### config.mk
export PLATFORM = sky130hd
export DESIGN_NAME = audio_serial_fmt
export DESIGN_NICKNAME = d
export VERILOG_FILES = /design/src/rtl/asf_pkg.sv /design/src/rtl/asf_len_sel.sv /design/src/rtl/asf_phase.sv /design/src/rtl/asf_tx.sv /design/src/rtl/asf_rx.sv /design/src/rtl/audio_serial_fmt.sv
export SDC_FILE = /design/constraint.sdc
export NUM_CORES = 1
export LEC_CHECK = 0
export CORE_MARGIN = 8
export CORE_UTILIZATION = 55
export CTS_CLUSTER_DIAMETER = 100
export DETAILED_ROUTE_END_ITERATION = 10
export GPL_TIMING_DRIVEN = 1
export PLACE_DENSITY = 0.85
export SLEW_MARGIN = 20
export SYNTH_ARGS = -nofsm -noshare
export SYNTH_HDL_FRONTEND = slang
export SYNTH_SLANG_ARGS = --single-unit
export TNS_END_PERCENT = 5
### constraint.sdc
create_clock -name clk -period 10.3 [get_ports clk]
set_input_delay 1.545 -clock clk [delete_from_list [all_inputs] [get_ports clk]]
set_output_delay 1.545 -clock clk [all_outputs]
set_load 0.01 [all_outputs]
### src/rtl/asf_pkg.sv
package asf_pkg;
   localparam int SAMPLE_W = 32;
   localparam int LEN_W    = 6;
   localparam int POS_W    = $clog2(SAMPLE_W);

   typedef enum logic [1:0] {
      FMT_RJ  = 2'b00,
      FMT_LJ  = 2'b01,
      FMT_I2S = 2'b10,
      FMT_ALT = 2'b11
   } fmt_e;

   typedef enum logic [1:0] {
      WL_16 = 2'b00,
      WL_20 = 2'b01,
      WL_24 = 2'b10,
      WL_32 = 2'b11
   } wlen_e;

   typedef logic [LEN_W-1:0] len_t;

   // true when bit index idx of a phase lies inside the word
   function automatic logic slot_hit(input int idx, input int start, input int len);
      return (idx >= start) && (idx < start + len);
   endfunction

   // sample bit carried at phase index idx (MSB first)
   function automatic logic [POS_W-1:0] slot_pos(input int idx, input int start, input int len);
      int p;
      p = len - 1 - (idx - start);
      return POS_W'(p);
   endfunction
endpackage

### src/rtl/asf_len_sel.sv
module asf_len_sel
   import asf_pkg::*;
#(
   parameter int SLOT_BITS = 36,
   parameter int IDX_W     = $clog2(SLOT_BITS + 1)
) (
   input  logic [1:0]          fmt,
   input  logic [1:0]          wlen,
   input  logic                wl8_en,
   output len_t                eff_len,
   output logic [IDX_W-1:0]    start_idx,
   output logic [SAMPLE_W-1:0] len_mask,
   output logic                left_is_high
);
   fmt_e  fmt_t;
   wlen_e wlen_t;
   len_t  req_len;

   assign fmt_t  = fmt_e'(fmt);
   assign wlen_t = wlen_e'(wlen);

   always_comb begin
      unique case (wlen_t)
         WL_16:   req_len = LEN_W'(16);
         WL_20:   req_len = LEN_W'(20);
         WL_24:   req_len = LEN_W'(24);
         default: req_len = LEN_W'(32);
      endcase
   end

   // 8-bit override first, then the right-justified clamp
   always_comb begin
      if (wl8_en)
         eff_len = LEN_W'(8);
      else if (fmt_t == FMT_RJ && req_len > LEN_W'(24))
         eff_len = LEN_W'(24);
      else
         eff_len = req_len;
   end

   always_comb begin
      unique case (fmt_t)
         FMT_RJ:  start_idx = IDX_W'(SLOT_BITS - int'(eff_len));
         FMT_I2S: start_idx = IDX_W'(1);
         default: start_idx = '0;
      endcase
   end

   assign left_is_high = (fmt_t != FMT_I2S);

   for (genvar g = 0; g < SAMPLE_W; g++) begin : g_mask
      assign len_mask[g] = (LEN_W'(g) < eff_len);
   end
endmodule

### src/rtl/asf_phase.sv
module asf_phase #(
   parameter int SLOT_BITS = 36,
   parameter int IDX_W     = $clog2(SLOT_BITS + 1)
) (
   input  logic             clk,
   input  logic             rst_n,
   input  logic             bclk_i,
   input  logic             frame_i,
   input  logic             left_is_high,
   output logic             bclk_fall,
   output logic             bclk_rise,
   output logic             new_phase,
   output logic             frame_start,
   output logic [IDX_W-1:0] cur_idx,
   output logic             cur_left,
   output logic [IDX_W-1:0] idx_q,
   output logic             left_q
);
   localparam logic [IDX_W-1:0] IDX_TOP = '1;

   logic bclk_q;
   logic ph_frame;
   logic ph_seen;

   assign bclk_fall = bclk_q & ~bclk_i;
   assign bclk_rise = ~bclk_q & bclk_i;

   // a phase begins at the first falling edge or on a frame level change
   assign new_phase   = ~ph_seen | (frame_i != ph_frame);
   assign cur_left    = left_is_high ? frame_i : ~frame_i;
   assign frame_start = new_phase & cur_left;
   assign left_q      = left_is_high ? ph_frame : ~ph_frame;

   always_comb begin
      if (new_phase)
         cur_idx = '0;
      else if (idx_q == IDX_TOP)
         cur_idx = idx_q;
      else
         cur_idx = idx_q + 1'b1;
   end

   always_ff @(posedge clk) begin
      if (!rst_n) begin
         bclk_q   <= 1'b0;
         ph_frame <= 1'b0;
         ph_seen  <= 1'b0;
         idx_q    <= '0;
      end else begin
         bclk_q <= bclk_i;
         if (bclk_fall) begin
            ph_frame <= frame_i;
            ph_seen  <= 1'b1;
            idx_q    <= cur_idx;
         end
      end
   end
endmodule

### src/rtl/asf_tx.sv
module asf_tx
   import asf_pkg::*;
#(
   parameter int SLOT_BITS = 36,
   parameter int IDX_W     = $clog2(SLOT_BITS + 1)
) (
   input  logic                clk,
   input  logic                rst_n,
   input  logic                bclk_fall,
   input  logic                new_phase,
   input  logic [IDX_W-1:0]    cur_idx,
   input  logic                cur_left,
   input  logic                dac_swap,
   input  logic [SAMPLE_W-1:0] dac_sample,
   input  len_t                eff_len,
   input  logic [IDX_W-1:0]    start_idx,
   output logic                sdout
);
   logic [SAMPLE_W-1:0] hold;
   logic [SAMPLE_W-1:0] word;
   logic                active;
   logic                hit;
   logic [POS_W-1:0]    pos;
   logic                nxt_bit;

   assign active = dac_swap ? ~cur_left : cur_left;
   assign word   = new_phase ? dac_sample : hold;
   assign hit    = slot_hit(int'(cur_idx), int'(start_idx), int'(eff_len));
   assign pos    = slot_pos(int'(cur_idx), int'(start_idx), int'(eff_len));
   assign nxt_bit = (active && hit) ? word[pos] : 1'b0;

   always_ff @(posedge clk) begin
      if (!rst_n) begin
         sdout <= 1'b0;
         hold  <= '0;
      end else if (bclk_fall) begin
         sdout <= nxt_bit;
         if (new_phase)
            hold <= dac_sample;
      end
   end
endmodule

### src/rtl/asf_rx.sv
module asf_rx
   import asf_pkg::*;
#(
   parameter int SLOT_BITS = 36,
   parameter int IDX_W     = $clog2(SLOT_BITS + 1)
) (
   input  logic                clk,
   input  logic                rst_n,
   input  logic                bclk_fall,
   input  logic                bclk_rise,
   input  logic                frame_start,
   input  logic [IDX_W-1:0]    idx_q,
   input  logic                left_q,
   input  logic                adc_swap,
   input  logic                sdin,
   input  len_t                eff_len,
   input  logic [IDX_W-1:0]    start_idx,
   input  logic [SAMPLE_W-1:0] len_mask,
   output logic [SAMPLE_W-1:0] adc_sample,
   output logic                adc_valid
);
   logic [SAMPLE_W-1:0] shreg;
   logic                started;
   logic                active;
   logic                hit;

   assign active = adc_swap ? ~left_q : left_q;
   assign hit    = slot_hit(int'(idx_q), int'(start_idx), int'(eff_len));

   always_ff @(posedge clk) begin
      if (!rst_n) begin
         shreg      <= '0;
         started    <= 1'b0;
         adc_sample <= '0;
         adc_valid  <= 1'b0;
      end else begin
         adc_valid <= 1'b0;
         if (bclk_fall && frame_start) begin
            if (started) begin
               adc_sample <= shreg & len_mask;
               adc_valid  <= 1'b1;
            end
            started <= 1'b1;
            shreg   <= '0;
         end else if (bclk_rise && active && hit) begin
            shreg <= {shreg[SAMPLE_W-2:0], sdin};
         end
      end
   end
endmodule

### src/rtl/audio_serial_fmt.sv
module audio_serial_fmt
   import asf_pkg::*;
#(
   parameter int SLOT_BITS = 36
) (
   input  logic        clk,
   input  logic        rst_n,
   input  logic        bclk_i,
   input  logic        frame_i,
   input  logic [1:0]  fmt,
   input  logic [1:0]  wlen,
   input  logic        wl8_en,
   input  logic        dac_swap,
   input  logic        adc_swap,
   input  logic [31:0] dac_sample,
   input  logic        sdin,
   output logic        sdout,
   output logic [31:0] adc_sample,
   output logic        adc_valid
);
   localparam int IDX_W = $clog2(SLOT_BITS + 1);

   if (SLOT_BITS < SAMPLE_W + 1) begin : g_bad_slot
      $error("SLOT_BITS must exceed the widest word by one bit");
   end
   if (SAMPLE_W != 32) begin : g_bad_width
      $error("sample width must be 32");
   end

   len_t                eff_len;
   logic [IDX_W-1:0]    start_idx;
   logic [SAMPLE_W-1:0] len_mask;
   logic                left_is_high;
   logic                bclk_fall, bclk_rise, new_phase, frame_start;
   logic [IDX_W-1:0]    cur_idx, idx_q;
   logic                cur_left, left_q;

   asf_len_sel #(.SLOT_BITS(SLOT_BITS), .IDX_W(IDX_W)) u_len (
      .fmt(fmt), .wlen(wlen), .wl8_en(wl8_en),
      .eff_len(eff_len), .start_idx(start_idx),
      .len_mask(len_mask), .left_is_high(left_is_high)
   );

   asf_phase #(.SLOT_BITS(SLOT_BITS), .IDX_W(IDX_W)) u_phase (
      .clk(clk), .rst_n(rst_n), .bclk_i(bclk_i), .frame_i(frame_i),
      .left_is_high(left_is_high),
      .bclk_fall(bclk_fall), .bclk_rise(bclk_rise),
      .new_phase(new_phase), .frame_start(frame_start),
      .cur_idx(cur_idx), .cur_left(cur_left),
      .idx_q(idx_q), .left_q(left_q)
   );

   asf_tx #(.SLOT_BITS(SLOT_BITS), .IDX_W(IDX_W)) u_tx (
      .clk(clk), .rst_n(rst_n), .bclk_fall(bclk_fall),
      .new_phase(new_phase), .cur_idx(cur_idx), .cur_left(cur_left),
      .dac_swap(dac_swap), .dac_sample(dac_sample),
      .eff_len(eff_len), .start_idx(start_idx), .sdout(sdout)
   );

   asf_rx #(.SLOT_BITS(SLOT_BITS), .IDX_W(IDX_W)) u_rx (
      .clk(clk), .rst_n(rst_n), .bclk_fall(bclk_fall), .bclk_rise(bclk_rise),
      .frame_start(frame_start), .idx_q(idx_q), .left_q(left_q),
      .adc_swap(adc_swap), .sdin(sdin),
      .eff_len(eff_len), .start_idx(start_idx), .len_mask(len_mask),
      .adc_sample(adc_sample), .adc_valid(adc_valid)
   );
endmodule

==> impl.org, run 1 <==
** Global route
- First-pass GRT wire length :: 20,910 µm
- Entering global routing, the biggest net connects 79 pins.
- Summed over all layers, the global routing overflow is 0.
- Via count of the first global-routing pass :: 4,408
- For this run, the total global-route usage over all layers was measured as 0.1895.
- Number of antenna violations at the first check in global routing :: 0

** Logic synthesis
- In the synthesized netlist, the number of instances is 627.
- Synth Register Bits :: 108
- Post-synthesis cell type with the largest combined area :: dfxtp_1
- Sorting the synthesized cells by area gives the leading types as dfxtp_1, nand2_1, mux2i_1.
- After synthesis, the mean cell area works out to slightly below 9 µm².
- Number of synthesized flops with an enable pin :: 0
- The synthesized netlist contains 60 unique library cells.
- YS warnings :: 0
- The commonest cells after synthesis are nand2_1, dfxtp_1, mux2i_1, a21boi_0, a21boi_1.
- FFs w/ async S/R, synth :: 0
- Share of synthesized area occupied by flip-flops and latches :: 0.3862
- Summing every instance area after synthesis gives 5598 µm².
- Number of nets produced by synthesis :: 698
- By instance count, the leading cell after synthesis is nand2_1.
- Top FF cell, synth :: dfxtp_1
- Share of the synthesized area in the top cell type :: 0.3862

** Setup path
- The largest single stage delay on the critical path is 0.70 ns.
- In this run the worst path has a maximum fanout of 15.
- At the worst endpoint, the required time is roughly 11 ns.
- For the worst setup path, the data arrival time is approximately 6.3 ns.
- For the worst flop-to-flop path, the logic depth is 12.
- Worst R2R Setup Slack :: between 5 and 6 ns
- Reg2Reg Launch Point :: u_phase.ph_frame$_SDFFE_PN0P_
- Critical Path Source Type :: input pin
- The worst register-to-register path ends at u_tx.sdout$_SDFFE_PN0P_.
- Walking the worst path, the cells encountered are clkdlybuf4s50_1 > xnor2_2 > nand2_2 > nor3_1 > fa_1 > inv_1 > ha_1 > xnor2_2 > mux4_1 > mux4_2 > and2_4 > a211oi_2 > a211oi_2.
- STA classifies the critical path endpoint as a flip-flop.
- Among all stages on the critical path, the largest delay is contributed by xnor2_2.
- Worst Path Class, Setup :: input pin to flip-flop

** STA
- The tightest hold path in the finished design has a slack of 0.4568 ns.
- Final setup violation count :: 0
- Timing would allow up to 166.2 MHz.
- Number of pins exceeding their max-slew limit in the final report :: 0
- Setup repair after global routing missed its margin :: no
- After routing, the total negative slack on setup checks comes to 0 ns.
- Fin Clk Skew :: 0.01991 ns
- Count of endpoints failing hold in the final timing report :: 0
- Final critical delay including setup and external delays :: around 6 ns
- Slew at the pin with the worst max-slew slack :: ~1.1 ns
- Once routing completed, OpenROAD measured the worst setup slack at ~4.3 ns.
- Post-route fraction of the period consumed by the critical path :: 0.5842
- Headroom to the max-slew limit came out at 0.2667.

** Clocking
- Total of cells resized after clock tree synthesis :: 0
- The tree built by TritonCTS fans out to 108 sinks.
- The later pin in the worst-skew pair is clocked with a latency of 0.38 ns.
- The cell sitting at the root of the clock tree is a clkbuf_8.
- H-tree levels :: 3
- CTS tree :: built
- Clock-pin slew was measured on the worst setup and hold paths at 0.13 ns.
- Total clock buffers created by CTS :: 9
- Hold-fix buffers at CTS :: 0
- Buffer depth of the longest clock path :: 2
- Buffers added to address setup during post-CTS repair amount to 0.

** Routing
- Detail Route Antenna Nets :: 0
- In the final routed layout, each cell accounts on average for 15.40 µm.
- Routed vias/inst :: approximately 5.5
- The routed design has between 10,000 and 15,000 µm of wire.
- Number of remaining DRC errors :: 0
- After the first detailed-routing iteration, the DRC count stood at approximately 240.
- Across all layers, the routed design uses 4,504 vias.
- Count of TritonRoute iterations in the first routing pass :: 4

** Placement
- Detailed placer's ending HPWL :: ~9300 µm
- Routability-driven placement finished with a final weighted congestion of 0.8986.
- Prior to clock tree synthesis, the placed netlist has a worst setup slack of 3.898 ns.
- Count of buffers from port buffering :: slightly below 80

** Run
- Maximum capacitance violations :: 0

** Finish
- Number of diodes added for antenna fixing :: 0
- Synthesis-to-layout area growth :: 18.33%
- After the last flow step, the layout net total stands at about 750.
- The layout has 870 filler cells.
- Share of layout cells above drive strength 1 :: 0.06851

** Floorplan
- The region available for standard cell placement spans 10,090 µm².
- The floorplan step defined a die boundary enclosing 13,660 µm².
- In this run the core area contains 37 standard-cell rows.
- For this design the top-level I/O count stands at between 70 and 80.
- The die is about 120 µm wide.
- Initial standard-cell utilization of the core :: 0.5547
- The die is 116.9 µm tall.

** Min path
- Number of cells on the worst hold path :: 2
- In this run the most critical hold path is launched from u_rx.adc_sample[13]$_SDFFE_PN0P_.
- Worst min path class :: flip-flop to flip-flop
- The path with the worst hold slack has its endpoint at u_rx.adc_sample[13]$_SDFFE_PN0P_.

** Status
- The flow ran to the end, and the final reports show no timing, DRC or antenna violations.

** Pwr
- Static leakage :: around 0.0024 µW
- Pwr/cell area :: 126.6 nW/µm²
- Worst IR drop on VDD :: 0.08694 mV
==> placed cells by master, fill, tap and decap left out, types with 2 or more instances in the layout <==
| cell type | instances |
|---|---|
| nand2_1 | 167 |
| dfxtp_1 | 108 |
| clkdlybuf4s50_1 | 76 |
| mux2i_1 | 45 |
| a21boi_0 | 43 |
| a21boi_1 | 30 |
| nand3_1 | 28 |
| ha_1 | 25 |
| inv_1 | 13 |
| nor2_1 | 11 |
| nand3b_1 | 9 |
| clkbuf_8 | 9 |
| a21oi_1 | 8 |
| nand2b_1 | 8 |
| xnor2_1 | 7 |
| o21ai_0 | 7 |
| nor3_1 | 6 |
| nor2b_1 | 5 |
| mux4_2 | 5 |
| and3_1 | 4 |
| a31oi_1 | 4 |
| o21a_1 | 4 |
| mux4_1 | 4 |
| and2_1 | 3 |
| o2111ai_1 | 3 |
| a211oi_1 | 3 |
| inv_8 | 3 |
| buf_4 | 3 |
| xnor2_2 | 2 |
| nor2_4 | 2 |
| a21o_1 | 2 |
| mux2_2 | 2 |
| a211oi_2 | 2 |
| fa_1 | 2 |
| inv_6 | 2 |
==> state kept, by name (all words and copies together) (netlist names) <==
register,cells
u_phase.bclk_q,1
u_phase.idx_q,6
u_phase.ph_frame,1
u_phase.ph_seen,1
u_rx.adc_sample,32
u_rx.adc_valid,1
u_rx.shreg,32
u_rx.started,1
u_tx.hold,32
u_tx.sdout,1
==> logic make-up (layout without fill, tap and decap cells) <==
family,Yosys count,count (layout),synth area share
and+or+nand+nor,254,254,0.2009
AOI/OAI and AO/OA,118,118,0.1574
DFF,108,108,0.3862
muxes,56,56,0.1234
buffers and inverters,52,111,0.04358
adders and majority gates,27,27,0.06303
xor gates and xnor gates,12,12,0.02548
==> where the power goes <==
group	switching [µW]	internal [µW]	leakage (µW)	total, µW
clock	163	123	0.000113	286
combinational	63.4	63.4	0.00140	127
sequential	3.36	423	0.000872	426
total	230	609	0.00238	839
==> layout make-up <==
cell class | instances | area [µm²] | share of cell area
tap | 136 | 170.2 | 0.02569
sequential | 108 | 2162 | 0.3264
clock buffer | 9 | 123.9 | 0.01870
timing repair buffer | 81 | 799.5 | 0.1207
clock inverter | 7 | 97.59 | 0.01473
multi-input combinational | 467 | 3218 | 0.4858
inverter | 14 | 52.55 | 0.007934
==> through the flow <==
stage	instances	util	total power, µW	area [µm²]
2_1_floorplan	627	-	524.5	5598
3_3_place_gp	805	0.6323	557.6	6381
3_5_place_dp	805	0.6328	560.5	6386
4_1_cts	821	0.6547	841.5	6608
5_1_grt	822	0.6563	873.1	6624
6_report	822	0.6563	838.8	6624
==> how the worst max path moves through the flow <==
stage | from | endpoint | slack [ns] | depth (start not counted)
6_report | frame_i | u_tx.sdout$_SDFFE_PN0P_ | 4.28 | 13
4_1_cts | frame_i | u_tx.sdout$_SDFFE_PN0P_ | 4.29 | 13
3_5_place_dp | frame_i | u_tx.sdout$_SDFFE_PN0P_ | 3.90 | 13
5_1_grt | frame_i | u_tx.sdout$_SDFFE_PN0P_ | 3.96 | 13
3_3_place_gp | frame_i | u_tx.sdout$_SDFFE_PN0P_ | 4.05 | 13
2_1_floorplan | frame_i | u_tx.sdout$_SDFFE_PN0P_ | 5.33 | 12
==> per-layer routing <==
layer  vias to the layer above  global-route usage  share of wire
li1                       2266                   -              -
met1                      2128              0.2459           0.48
met2                        94              0.3148           0.47
met3                        16             0.03746          0.044
met4                         0             0.05119          0.012
met5                         -                   0              0
==> critical path: cells and delay by family <==
kind / cells / cell delay [ns]
XOR/XNOR: 2 / 1.13
multiplexers: 2 / 1.10
AND/OR/NAND/NOR: 3 / 1.04
adder cells (fa/ha/maj): 2 / 0.61
buffers and inverters: 2 / 0.59
AO/OA/AOI/OAI: 2 / 0.27
Power figures use the tool's default switching activity.
==> inputs of run 2 (changes only) <==
==> constraint.sdc (replaced) <==
create_clock -name clk -period 5.8 [get_ports clk]
set_input_delay 0.87 -clock clk [delete_from_list [all_inputs] [get_ports clk]]
set_output_delay 0.87 -clock clk [all_outputs]
set_load 0.01 [all_outputs]
==> impl.org, run 2 (same netlist as run 1, synthesis figures left out) <==
** Status
- Run status :: finished, final reports clean

** Placement
- Routability-driven placement finished with a final weighted congestion of 0.9014.
- Count of buffers from port buffering :: 77
- The HPWL after detailed placement is 9422 µm.

** Setup path
- Critical Path Source Type :: input pin
- In this run the critical register-to-register path is launched from u_phase.ph_frame$_SDFFE_PN0P_.
- Worst Path Class, Setup :: input pin to flip-flop
- The number of buffers and inverters on the critical path is 2.
- In this run the register-to-register setup slack is 1.29 ns.
- The slowest stage of the critical path belongs to the cell xnor2_2.
- At the worst endpoint, the required time is 6.03 ns.
- The critical path goes through clkdlybuf4s50_1 > xnor2_2 > nand2_2 > a21oi_1 > fa_1 > inv_1 > ha_1 > xnor2_2 > mux4_1 > mux4_2 > and2_4 > a211oi_2 > a211oi_2.
- Worst Reg-to-Reg Cells :: 12
- STA classifies the critical path endpoint as a flip-flop.
- Highest cell delay on the worst timing path :: 0.70 ns
- The worst register-to-register path ends at u_tx.sdout$_SDFFE_PN0P_.
- Among cell families on the critical path, the largest total delay comes from XOR/XNOR gates.
- Of all nets on the critical path, the largest fanout is 15.
- Arrival time at the worst endpoint :: about 5.4 ns

** Clocking
- The number of hold buffers added after CTS was 0.
- Clock-pin slew was measured on the worst setup and hold paths at 0.11 ns.
- In this run the clock root is driven by a clkbuf_8.
- Counting the buffers created by CTS gives 9.
- Total of cells resized after clock tree synthesis :: 0
- Worst skew pair latency :: 0.37 ns
- The clock drives ~110 sinks.
- The number of setup buffers added after CTS is 0.
- The clock passes through at most 2 buffers.
- H-tree levels :: 3
- CTS tree :: built

** Pwr
- Summed over all cells, the static leakage comes to 0.002379 µW.
- The worst-case IR drop observed on VDD is 0.1455 mV.
- Power spread over the standard cell area amounts to 214.4 nW/µm².

** STA
- The number of hold violations in the final report is 0.
- Summed over all failing endpoints, the final setup total negative slack is 0 ns.
- For the pin with the worst max-slew slack, the measured transition is 0.8560 ns.
- Fmax :: between 150 and 200 MHz
- Fin Clk Skew :: 0.01789 ns
- Setup violations remaining at the end of the flow were counted as 0.
- Number of pins exceeding their max-slew limit in the final report :: 0
- Setup repair after global routing left no endpoint under its margin.
- The routed design could run at a clock period as short as 5.135 ns.
- Worst rel slew slack :: 0.4265
- Post-route fraction of the period consumed by the critical path :: 0.8853

** Floorplan
- Pin placement for this block handled 78 I/O pins.
- The die covers about 14,000 µm².
- Core outline area :: just over 10,000 µm²
- Die Span X :: approximately 120 µm
- Standard-cell rows :: 37
- The initial utilization of the core area, before any placement, comes to 0.5547.
- DIE HEIGHT :: 116.9 µm

** Routing
- Detail Route Antenna Nets :: 0
- WL final :: 12,710 µm
- Routed vias/inst :: 5.600
- The pre-antenna-repair detailed-routing pass consisted of 5 iterations.
- Number of remaining DRC errors :: 0
- Via count :: 4,620
- DRC marker count from the first detailed-route iteration :: 340
- Wire length per cell after detailed routing :: 15.41 µm

** Global route
- Number of antenna violations at the first check in global routing :: 0
- GRT Util Overall :: 0.1912
- The first global-routing pass estimated 21,080 µm of wire.
- The number of global-route vias before repair came to 4,432.
- The total overflow left after global routing is 0.
- Pin count of the biggest net entering global routing :: 79

** Finish
- Share of layout cells above drive strength 1 :: 0.07402
- Synthesis-to-layout area growth :: 18.08%
- Measured on the finished design, the core utilization comes to 0.6550.
- Final #Nets :: between 700 and 800
- The largest registers in the layout are u_rx.adc_sample (32), u_rx.shreg (32), u_tx.hold (32).
- Seq. cell area :: 2162 µm²
- The multi-input combinational cells in the finished layout cover a total of ~3200 µm².
- Most common library cell in the layout ignoring fill and taps :: nand2_1
- Leaving out fill and tap cells, the most frequent cells in the layout are nand2_1, dfxtp_1, clkdlybuf4s50_1, mux2i_1, a21boi_0.
- Number of diodes added for antenna fixing :: 0
- Number of filler instances in the final layout :: 852

** Min path
- Along the worst hold path, the cell count comes to 2.
- The min-delay analysis places its worst path in the category flip-flop to flip-flop.
- Start point of the worst min-delay path :: u_rx.shreg[2]$_SDFFE_PP0P_
- The path with the worst hold slack has its endpoint at u_rx.adc_sample[2]$_SDFFE_PN0P_.

** Run
- Maximum capacitance violations :: 0
-- run 2: cell types whose count changed in the layout (fill, tap and decap cells not counted), sizes merged --
cell	before	now
inv	19	15
bufinv	1	0
clkbuf	9	10
clkinv	1	4
buf	5	8
clkinvlp	0	1
-- run 2: worst register-to-register path, cell delays in order (launching register included) --
cell and delay (ns):
dfxtp_1 0.41, xnor2_2 0.42, nand2_2 0.24, a21oi_1 0.28, fa_1 0.43, inv_1 0.07
ha_1 0.27, xnor2_2 0.70, mux4_1 0.66, mux4_2 0.46, and2_4 0.17, a211oi_2 0.20
a211oi_2 0.05
-- run 2: stage by stage --
step,area [µm²],instances,power [µW],setup WS [ns],hold slack (ns)
after CTS,6596,825,1421,0.6899,0.4577
after global routing,6610,825,1477,0.4149,0.4752
after floorplan,5598,627,931.5,1.504,0.4310
after global placement,6411,809,990.0,0.4369,0.4387
after detailed placement,6411,809,995.7,0.3109,0.4419
final,6610,825,1417,0.6655,0.4528
-- run 2: how the worst max path moves through the flow --
stage            start                      end  slack, ns  depth (start not counted)
4_1_cts        frame_i  u_tx.sdout$_SDFFE_PN0P_       0.69                         13
6_report       frame_i  u_tx.sdout$_SDFFE_PN0P_       0.67                         13
3_5_place_dp   frame_i  u_tx.sdout$_SDFFE_PN0P_       0.31                         13
5_1_grt        frame_i  u_tx.sdout$_SDFFE_PN0P_       0.41                         13
3_3_place_gp   frame_i  u_tx.sdout$_SDFFE_PN0P_       0.44                         13
2_1_floorplan  frame_i  u_tx.sdout$_SDFFE_PN0P_       1.50                         12
-- run 2: layout make-up --
| class | count | area share |
|---|---|---|
| Multi-Input combinational cell | 467 | 0.4874 |
| Sequential cell | 108 | 0.3271 |
| Timing Repair Buffer | 84 | 0.1238 |
| Tap cell | 136 | 0.02574 |
| Clock buffer | 10 | 0.01931 |
| Clock inverter | 6 | 0.008707 |
| Inverter | 14 | 0.007950 |
-- run 2: where the power goes --
part / switching, µW / internal, µW
Clock: 270 / 165
Sequential: 6.26 / 750
Combinational: 113 / 113
-- run 2: layer usage --
metal,global-route usage,vias to the layer above,wire length [µm]
met2,0.3171,125,6037
met3,0.03848,14,728
met4,0.05375,0,144
met5,0,-,0
met1,0.2473,2202,5802
li1,-,2279,-
